## src/rtl/mct_pkg.sv

```systemverilog
`timescale 1ns/1ps
package mct_pkg;
    localparam int DATA_W      = 32;
    localparam int BLK_WORDS   = 8;
    localparam int REG_ENABLE  = 0;
    localparam int REG_MODE    = 1;
    localparam int OFS_PRELOAD = 4;
    localparam int OFS_IEN     = 5;
    localparam int OFS_STATUS  = 6;
    localparam int OFS_CAPTURE = 7;
    localparam int BUSY_BIT    = 31;

    typedef enum logic {
        CNT_STOP,
        CNT_RUN
    } cnt_state_e;

    typedef enum logic {
        CAP_IDLE,
        CAP_SETTLE
    } cap_state_e;
endpackage

```

## src/rtl/mct_counter.sv

```systemverilog
`timescale 1ns/1ps
module mct_counter
    import mct_pkg::*;
#(
    parameter int CNT_W = 32
) (
    input  logic             clk,
    input  logic             rst_n,
    input  logic             enable,
    input  logic             reload_en,
    input  logic [CNT_W-1:0] reload_at,
    output logic [CNT_W-1:0] count,
    output logic             running
);
    cnt_state_e st_q, st_d;
    logic       at_reload;

    assign at_reload = reload_en && (count == reload_at);
    assign running   = (st_q == CNT_RUN);

    // state register
    always_ff @(posedge clk) begin
        if (!rst_n) st_q <= CNT_STOP;
        else        st_q <= st_d;
    end

    // transitions: start / halt
    always_comb begin
        st_d = st_q;
        unique case (st_q)
            CNT_STOP: if (enable)  st_d = CNT_RUN;
            CNT_RUN:  if (!enable) st_d = CNT_STOP;
        endcase
    end

    // count register
    always_ff @(posedge clk) begin
        if (!rst_n) begin
            count <= '0;
        end else begin
            unique case (st_q)
                CNT_STOP: if (enable) count <= '0;
                CNT_RUN:  if (enable) count <= at_reload ? '0 : count + 1'b1;
            endcase
        end
    end

    AST_STOP_HOLDS: assert property (@(posedge clk) disable iff (!rst_n)
        (st_q == CNT_STOP && !enable) |=> $stable(count));
    AST_RESTART_ZERO: assert property (@(posedge clk) disable iff (!rst_n)
        (st_q == CNT_STOP && enable) |=> (count == '0));
    AST_PERIODIC_RELOAD: assert property (@(posedge clk) disable iff (!rst_n)
        (st_q == CNT_RUN && enable && reload_en && count == reload_at) |=> (count == '0));
    AST_STEP_WRAP: assert property (@(posedge clk) disable iff (!rst_n)
        (st_q == CNT_RUN && enable && !(reload_en && count == reload_at))
        |=> (count == CNT_W'($past(count) + 1'b1)));
endmodule

```

## src/rtl/mct_match.sv

```systemverilog
`timescale 1ns/1ps
module mct_match
    import mct_pkg::*;
#(
    parameter int NC    = 3,
    parameter int CNT_W = 32
) (
    input  logic                     clk,
    input  logic                     rst_n,
    input  logic                     running,
    input  logic [CNT_W-1:0]         count,
    input  logic [NC-1:0][CNT_W-1:0] match_val,
    input  logic                     clr_we,
    input  logic [NC-1:0]            clr_mask,
    input  logic [NC-1:0]            ien,
    output logic [NC-1:0]            pend,
    output logic                     irq
);
    logic [NC-1:0] hit;
    logic [NC-1:0] clr_eff;

    for (genvar j = 0; j < NC; j++) begin : g_cmp
        assign hit[j] = running && (count == match_val[j]);
    end

    assign clr_eff = clr_we ? clr_mask : '0;

    always_ff @(posedge clk) begin
        if (!rst_n) pend <= '0;
        else        pend <= (pend & ~clr_eff) | hit;
    end

    assign irq = |(pend & ien);

    AST_HIT_SETS: assert property (@(posedge clk) disable iff (!rst_n)
        (|hit) |=> ((pend & $past(hit)) == $past(hit)));
    AST_PEND_STICKY: assert property (@(posedge clk) disable iff (!rst_n)
        (!clr_we) |=> ((pend & $past(pend)) == $past(pend)));
    AST_CLEAR_WORKS: assert property (@(posedge clk) disable iff (!rst_n)
        clr_we |=> ((pend & $past(clr_mask & ~hit)) == '0));
    AST_CLEAR_ZERO_BITS: assert property (@(posedge clk) disable iff (!rst_n)
        clr_we |=> ((pend & $past(pend & ~clr_mask)) == $past(pend & ~clr_mask)));
endmodule

```

## src/rtl/mct_capture.sv

```systemverilog
`timescale 1ns/1ps
module mct_capture
    import mct_pkg::*;
#(
    parameter int CNT_W  = 32,
    parameter int SETTLE = 4
) (
    input  logic             clk,
    input  logic             rst_n,
    input  logic             start,
    input  logic [CNT_W-1:0] count,
    output logic [CNT_W-1:0] snap,
    output logic             busy
);
    localparam int RW = (SETTLE > 1) ? $clog2(SETTLE) : 1;
    localparam int LW = $clog2(SETTLE + 2);

    cap_state_e       st_q, st_d;
    logic [RW-1:0]    remain_q;
    logic [CNT_W-1:0] shadow_q;

    assign busy = (st_q == CAP_SETTLE);

    // state register
    always_ff @(posedge clk) begin
        if (!rst_n) st_q <= CAP_IDLE;
        else        st_q <= st_d;
    end

    // transitions: request / publish
    always_comb begin
        st_d = st_q;
        unique case (st_q)
            CAP_IDLE:   if (start)           st_d = CAP_SETTLE;
            CAP_SETTLE: if (remain_q == '0)  st_d = CAP_IDLE;
        endcase
    end

    // datapath
    always_ff @(posedge clk) begin
        if (!rst_n) begin
            remain_q <= '0;
            shadow_q <= '0;
            snap     <= '0;
        end else begin
            unique case (st_q)
                CAP_IDLE: begin
                    if (start) begin
                        shadow_q <= count;
                        remain_q <= RW'(SETTLE - 1);
                    end
                end
                CAP_SETTLE: begin
                    if (remain_q == '0) snap <= shadow_q;
                    else                remain_q <= remain_q - 1'b1;
                end
            endcase
        end
    end

    // window counter for the busy-length checks
    logic [LW-1:0] busy_len;
    always_ff @(posedge clk) begin
        if (!rst_n)    busy_len <= '0;
        else if (busy) busy_len <= busy_len + 1'b1;
        else           busy_len <= '0;
    end

    AST_SNAP_HELD: assert property (@(posedge clk) disable iff (!rst_n)
        (busy && remain_q != '0) |=> $stable(snap));
    AST_IDLE_SNAP_STABLE: assert property (@(posedge clk) disable iff (!rst_n)
        (!busy) |=> $stable(snap));
    AST_BUSY_IGNORES: assert property (@(posedge clk) disable iff (!rst_n)
        (busy && start) |=> $stable(shadow_q));
    AST_SETTLE_BOUNDED: assert property (@(posedge clk) disable iff (!rst_n)
        busy_len <= LW'(SETTLE));
    AST_SETTLE_ENDS: assert property (@(posedge clk) disable iff (!rst_n)
        (busy && busy_len == LW'(SETTLE - 1)) |=> !busy);
endmodule

```

## src/rtl/mct_timer.sv

```systemverilog
`timescale 1ns/1ps
module mct_timer
    import mct_pkg::*;
#(
    parameter int NT     = 3,
    parameter int NC     = 3,
    parameter int CNT_W  = 32,
    parameter int SETTLE = 4,
    localparam int ADDR_W = $clog2((NT + 1) * BLK_WORDS)
) (
    input  logic              clk,
    input  logic              rst_n,
    input  logic              bus_we,
    input  logic [ADDR_W-1:0] bus_addr,
    input  logic [DATA_W-1:0] bus_wdata,
    output logic [DATA_W-1:0] bus_rdata,
    output logic [NT-1:0]     irq
);
    localparam int OFS_W = $clog2(BLK_WORDS);
    localparam int BLK_W = ADDR_W - OFS_W;

    logic [BLK_W-1:0] blk;
    logic [OFS_W-1:0] ofs;
    logic [NT-1:0]    en_q;
    logic [NT-1:0]    mode_q;
    logic [DATA_W-1:0] blk_rd [NT];

    assign blk = bus_addr[ADDR_W-1:OFS_W];
    assign ofs = bus_addr[OFS_W-1:0];

    // global control words
    always_ff @(posedge clk) begin
        if (!rst_n) begin
            en_q   <= '0;
            mode_q <= '0;
        end else if (bus_we && blk == '0) begin
            if (ofs == OFS_W'(REG_ENABLE)) en_q   <= bus_wdata[NT-1:0];
            if (ofs == OFS_W'(REG_MODE))   mode_q <= bus_wdata[NT-1:0];
        end
    end

    for (genvar t = 0; t < NT; t++) begin : g_tmr
        logic                     sel;
        logic [NC-1:0][CNT_W-1:0] mval_q;
        logic                     preload_q;
        logic [NC-1:0]            ien_q;
        logic [CNT_W-1:0]         count;
        logic                     running;
        logic [NC-1:0]            pend;
        logic [CNT_W-1:0]         snap;
        logic                     busy;
        logic [DATA_W-1:0]        status;

        assign sel = bus_we && (int'(blk) == t + 1);

        always_ff @(posedge clk) begin
            if (!rst_n) begin
                mval_q    <= '0;
                preload_q <= 1'b0;
                ien_q     <= '0;
            end else if (sel) begin
                for (int j = 0; j < NC; j++) begin
                    if (int'(ofs) == j) mval_q[j] <= bus_wdata[CNT_W-1:0];
                end
                if (ofs == OFS_W'(OFS_PRELOAD)) preload_q <= bus_wdata[0];
                if (ofs == OFS_W'(OFS_IEN))     ien_q     <= bus_wdata[NC-1:0];
            end
        end

        mct_counter #(.CNT_W(CNT_W)) u_cnt (
            .clk       (clk),
            .rst_n     (rst_n),
            .enable    (en_q[t]),
            .reload_en (preload_q && !mode_q[t]),
            .reload_at (mval_q[0]),
            .count     (count),
            .running   (running)
        );

        mct_match #(.NC(NC), .CNT_W(CNT_W)) u_match (
            .clk       (clk),
            .rst_n     (rst_n),
            .running   (running),
            .count     (count),
            .match_val (mval_q),
            .clr_we    (sel && ofs == OFS_W'(OFS_STATUS)),
            .clr_mask  (bus_wdata[NC-1:0]),
            .ien       (ien_q),
            .pend      (pend),
            .irq       (irq[t])
        );

        mct_capture #(.CNT_W(CNT_W), .SETTLE(SETTLE)) u_cap (
            .clk   (clk),
            .rst_n (rst_n),
            .start (sel && ofs == OFS_W'(OFS_CAPTURE) && bus_wdata[0]),
            .count (count),
            .snap  (snap),
            .busy  (busy)
        );

        always_comb begin
            status           = '0;
            status[NC-1:0]   = pend;
            status[BUSY_BIT] = busy;
        end

        always_comb begin
            blk_rd[t] = '0;
            for (int j = 0; j < NC; j++) begin
                if (int'(ofs) == j) blk_rd[t] = DATA_W'(mval_q[j]);
            end
            if (ofs == OFS_W'(OFS_PRELOAD)) blk_rd[t] = DATA_W'(preload_q);
            if (ofs == OFS_W'(OFS_IEN))     blk_rd[t] = DATA_W'(ien_q);
            if (ofs == OFS_W'(OFS_STATUS))  blk_rd[t] = status;
            if (ofs == OFS_W'(OFS_CAPTURE)) blk_rd[t] = DATA_W'(snap);
        end

        AST_IRQ_MASKED: assert property (@(posedge clk) disable iff (!rst_n)
            (ien_q == '0) |-> !irq[t]);
        AST_IRQ_NEEDS_PEND: assert property (@(posedge clk) disable iff (!rst_n)
            irq[t] |-> (pend != '0));
    end

    always_comb begin
        bus_rdata = '0;
        if (blk == '0) begin
            if (ofs == OFS_W'(REG_ENABLE)) bus_rdata = DATA_W'(en_q);
            if (ofs == OFS_W'(REG_MODE))   bus_rdata = DATA_W'(mode_q);
        end else begin
            for (int i = 0; i < NT; i++) begin
                if (int'(blk) == i + 1) bus_rdata = blk_rd[i];
            end
        end
    end
endmodule

```

## config.mk

```make
export PLATFORM = sky130hd
export DESIGN_NAME = mct_timer
export DESIGN_NICKNAME = d
export VERILOG_FILES = /design/src/rtl/mct_pkg.sv /design/src/rtl/mct_counter.sv /design/src/rtl/mct_match.sv /design/src/rtl/mct_capture.sv /design/src/rtl/mct_timer.sv
export SDC_FILE = /design/constraint.sdc
export NUM_CORES = 2
export LEC_CHECK = 0
export CORE_MARGIN = 1
export CORE_UTILIZATION = 44
export CTS_CLUSTER_SIZE = 28
export DETAILED_ROUTE_END_ITERATION = 12
export DONT_BUFFER_PORTS = 1
export PLACE_DENSITY = 0.66
export REMOVE_ABC_BUFFERS = 1
export SLEW_MARGIN = 0
export SYNTH_ARGS = -nofsm -noshare
export SYNTH_HDL_FRONTEND = slang
export SYNTH_SLANG_ARGS = --single-unit
```

## constraint.sdc

```tcl
create_clock -name clk -period 5 [get_ports clk]
set_input_delay 0.5 -clock clk [delete_from_list [all_inputs] [get_ports clk]]
set_output_delay 0.5 -clock clk [all_outputs]
set_load 0.05 [all_outputs]
```

==> results.yml <==
logic_synthesis:
  synth_top_cell_by_area: "dfxtp_1"
  ys_warn_count: 0
  synth_ff_type: "dfxtp_1"
  synth_cells: 3949
  synth.most_common_cell: "nand2_1"
  async_flop_share: 0
  yosysTopAreaCellShare: 0.408
  synth_area_leaders: "dfxtp_1, nand2_1, a21oi_1"
  synth_edf_count: 0
  synth_xor_xnor_area_share: 0.102
  synthAdderAreaFrac: 0.00249
  synth_seq_cells: 615
  avgSynthCellArea_um2: 7.64
  synth_compound_area_frac: 0.168
  synth_cell_types: 67
  synth-seq-area-share: 0.408
  synthSimpleGateAreaFrac: 0.220
  synth_mux_area_frac: 0.0385
  ys_top_cells_by_count: "nand2_1, dfxtp_1, a21oi_1"
  synth_top_family_by_area: "simple AND/OR/NAND/NOR gates"
  synth_area_um2: 30200
worst_setup_path:
  critical_path_required_ps: 4500
  cp_slowest_cell: "nor2_4"
  setup.worst_path.end: "bus_rdata[5]"
  crit_start: "bus_addr[1]"
  arrival_ps: 2910
  r2r_slack_ps: 2040
  critPathMaxFanout: 119
  cp-end-kind: "output port"
  critPathLaunchType: "input pin"
  critPathMaxStageDelay_ps: 680
  crit_family: "compound AO/OA/AOI/OAI gates"
  setup.worst_path.class: "in -> out"
  critical_path_depth: 7
  worstReg2RegEnd: "g_tmr[0].u_cnt.count[31]"
  worstRegToRegCells: 7
  cp_cell_sequence: "nor2_4 > buf_4 > a22o_1 > a221oi_1 > a21oi_1 > nand2_1 > o21ai_1"
  r2r_start: "g_tmr[0].u_cnt.count[13]"
  crit_buf_inv: 1
detailed_routing:
  routed_via_density: 6.10
  routedWlPerCell_um: 25.3
  vias: 28300
  ant_nets: 0
  drc_errors: 0
  drt_iter0_markers: 4076
  wirelength_um: 117000
  dr.pass1.iters: 12
status:
  outcome: "complete, no violations"
placed_design:
  port_buffers: 0
  post-place-cells: 4519
  dp_hpwl_um: 79400
  gp_congestion: 0.982
grt:
  antenna_found_initial: 1
  grt_max_degree: 177
  grt_pass1_vias: 25700
  grt_pass1_wl_um: 172000
  grt_overflow: 0
  grt_use_total: 0.328
min_path:
  hp-class: "in -> reg"
floorplan:
  die_y_um: 264
  fp.dieW_um: 264
  start_util: 0.447
  core_um2: 67500
  pin_count: 75
  die_area_um2: 69600
  num_rows: 95
finish:
  drive_gt1_frac: 0.0620
  nets: 3771
  areaGrowthSynthToFinish_pct: 7.70
  diodes: 0
  fin_cells: 4646
pwr:
  clkPwrFrac: 0.481
  p_int_mw: 7.91
  power.switching_mw: 2.50
  p_leak_nw: 10.3
  ir_drop_mv: 0.208
  switching_share: 0.240
  finalPower_mw: 10.4
  combPwrFrac: 0.045
  powerDensity_nw_per_um2: 320
  power_frac_seq: 0.475
timing:
  clock_skew_ps: 36.5
  min_period_over_period: 0.681
  max_freq_mhz: 294
  finalSetupViolCount: 0
  period_minus_slack_ps: 3410
  tightest_slew_ps: 1190
  fin_hold_ws_ps: 1.69
  rsz0062_at_grt: "false"
  drv_slew: 0
  relSlewSlack: 0.203
  hold_viol: 0
clock_tree:
  clockBufferDepth: 3
  worst_skew_pair.late_latency_ps: 630
  path_clk_slew_ps: 60
  cts_tree: "built"
  cts_setup_buffers: 0
  ctsResizeCount: 0
  cts.sinks: 615
  holdBufCountCts: 7
  clock-root-buffer: "clkbuf_16"
  h-tree-depth: 3
  numCtsBuffers: 70
flow_run:
  drv_cap: 0
## metrics by stage
step,setup WS (ps),TNS (ps),utilization,instance area (um^2)
2_1_floorplan,-5910,-1939140,-,28400
3_3_place_gp,1770,0,0.448,30300
3_5_place_dp,1690,0,0.448,30300
4_1_cts,1720,0,0.481,32500
5_1_grt,1630,0,0.481,32500
6_report,1590,0,0.481,32500
## state kept, by name, summed over array words and instances (netlist names)
| name | flops |
|---|---|
| g_tmr.u_cap.remain_q | 6 |
| g_tmr.u_cnt.count | 96 |
| g_tmr.u_cap.busy | 3 |
| g_tmr.u_cap.shadow_q | 96 |
| g_tmr.ien_q | 9 |
| g_tmr.mval_q | 288 |
| g_tmr.u_match.pend | 9 |
| g_tmr.u_cap.snap | 96 |
| g_tmr.preload_q | 3 |
| g_tmr.u_cnt.running | 3 |
| en_q | 3 |
| mode_q | 3 |
## area by class of cell
type / count / area, um^2
clock buffers: 111 / 2060
clock inverters: 9 / 104
fillers: 6601 / 35000
inverters: 31 / 124
multi-input cells: 2921 / 16100
flip-flops and latches: 615 / 12300
well taps: 873 / 1090
repair buffers: 86 / 676
## worst min-delay path by stage
| stage | startpoint | depth (start not counted) | slack (ps) | endpoint |
|---|---|---|---|---|
| final | bus_wdata[23] | 2 | 2 | g_tmr[2].mval_q[87] |
| after global routing | bus_wdata[12] | 2 | 0.3 | g_tmr[0].mval_q[76] |
| after CTS | bus_wdata[7] | 2 | 0.6 | g_tmr[0].mval_q[39] |
| after detailed placement | g_tmr[0].u_cap.shadow_q[23] | 2 | 440 | g_tmr[0].u_cap.snap[23] |
| after global placement | g_tmr[1].u_cap.shadow_q[29] | 2 | 440 | g_tmr[1].u_cap.snap[29] |
| after floorplan | g_tmr[0].u_cap.shadow_q[0] | 2 | 430 | g_tmr[0].u_cap.snap[0] |
## kinds of logic after synthesis
group                    after synthesis
AO/OA/AOI/OAI                        893
adder cells (fa/ha/maj)                6
AND/OR/NAND/NOR                     1564
buffers and inverters                413
flip-flops                           615
multiplexers                         114
XOR/XNOR                             344
## worst reg2reg max path, cell delays in order, from the launching register on
cell	delay, ps
dfxtp_1	300
buf_4	180
xnor2_1	360
nand4_1	180
nor4_1	540
a41o_1	960
or3b_2	250
o31ai_1	60
## cell usage in the layout (no fill, tap or decap), drive strengths merged, types with 38 or more instances in the layout
master and count:
nand2 1107, a22oi 38, clkbuf 111, o21ai 118, buf 79, nand4 99
dfxtp 615, nand3 73, mux2i 97, a21oi 585, xor2 55, xnor2 289
nor2 145
## power groups by stage
stage | Clock (mW) | Combinational, mW | Sequential [mW]
floorplan | 0 | 0.278 | 5.04
global placement | 0 | 0.437 | 5.05
detailed placement | 0 | 0.441 | 5.05
CTS | 5.01 | 0.448 | 4.94
global route | 5.21 | 0.479 | 4.94
finish | 5.00 | 0.464 | 4.94
## metal layers
metal	vias to the layer above	wire, um	GRT usage
met5	-	0	0
met4	0	8000	0.198
met3	319	14600	0.0825
met2	1814	48700	0.474
met1	13400	46100	0.439
li1	12800	-	-
(Power assumes the default switching activity.)
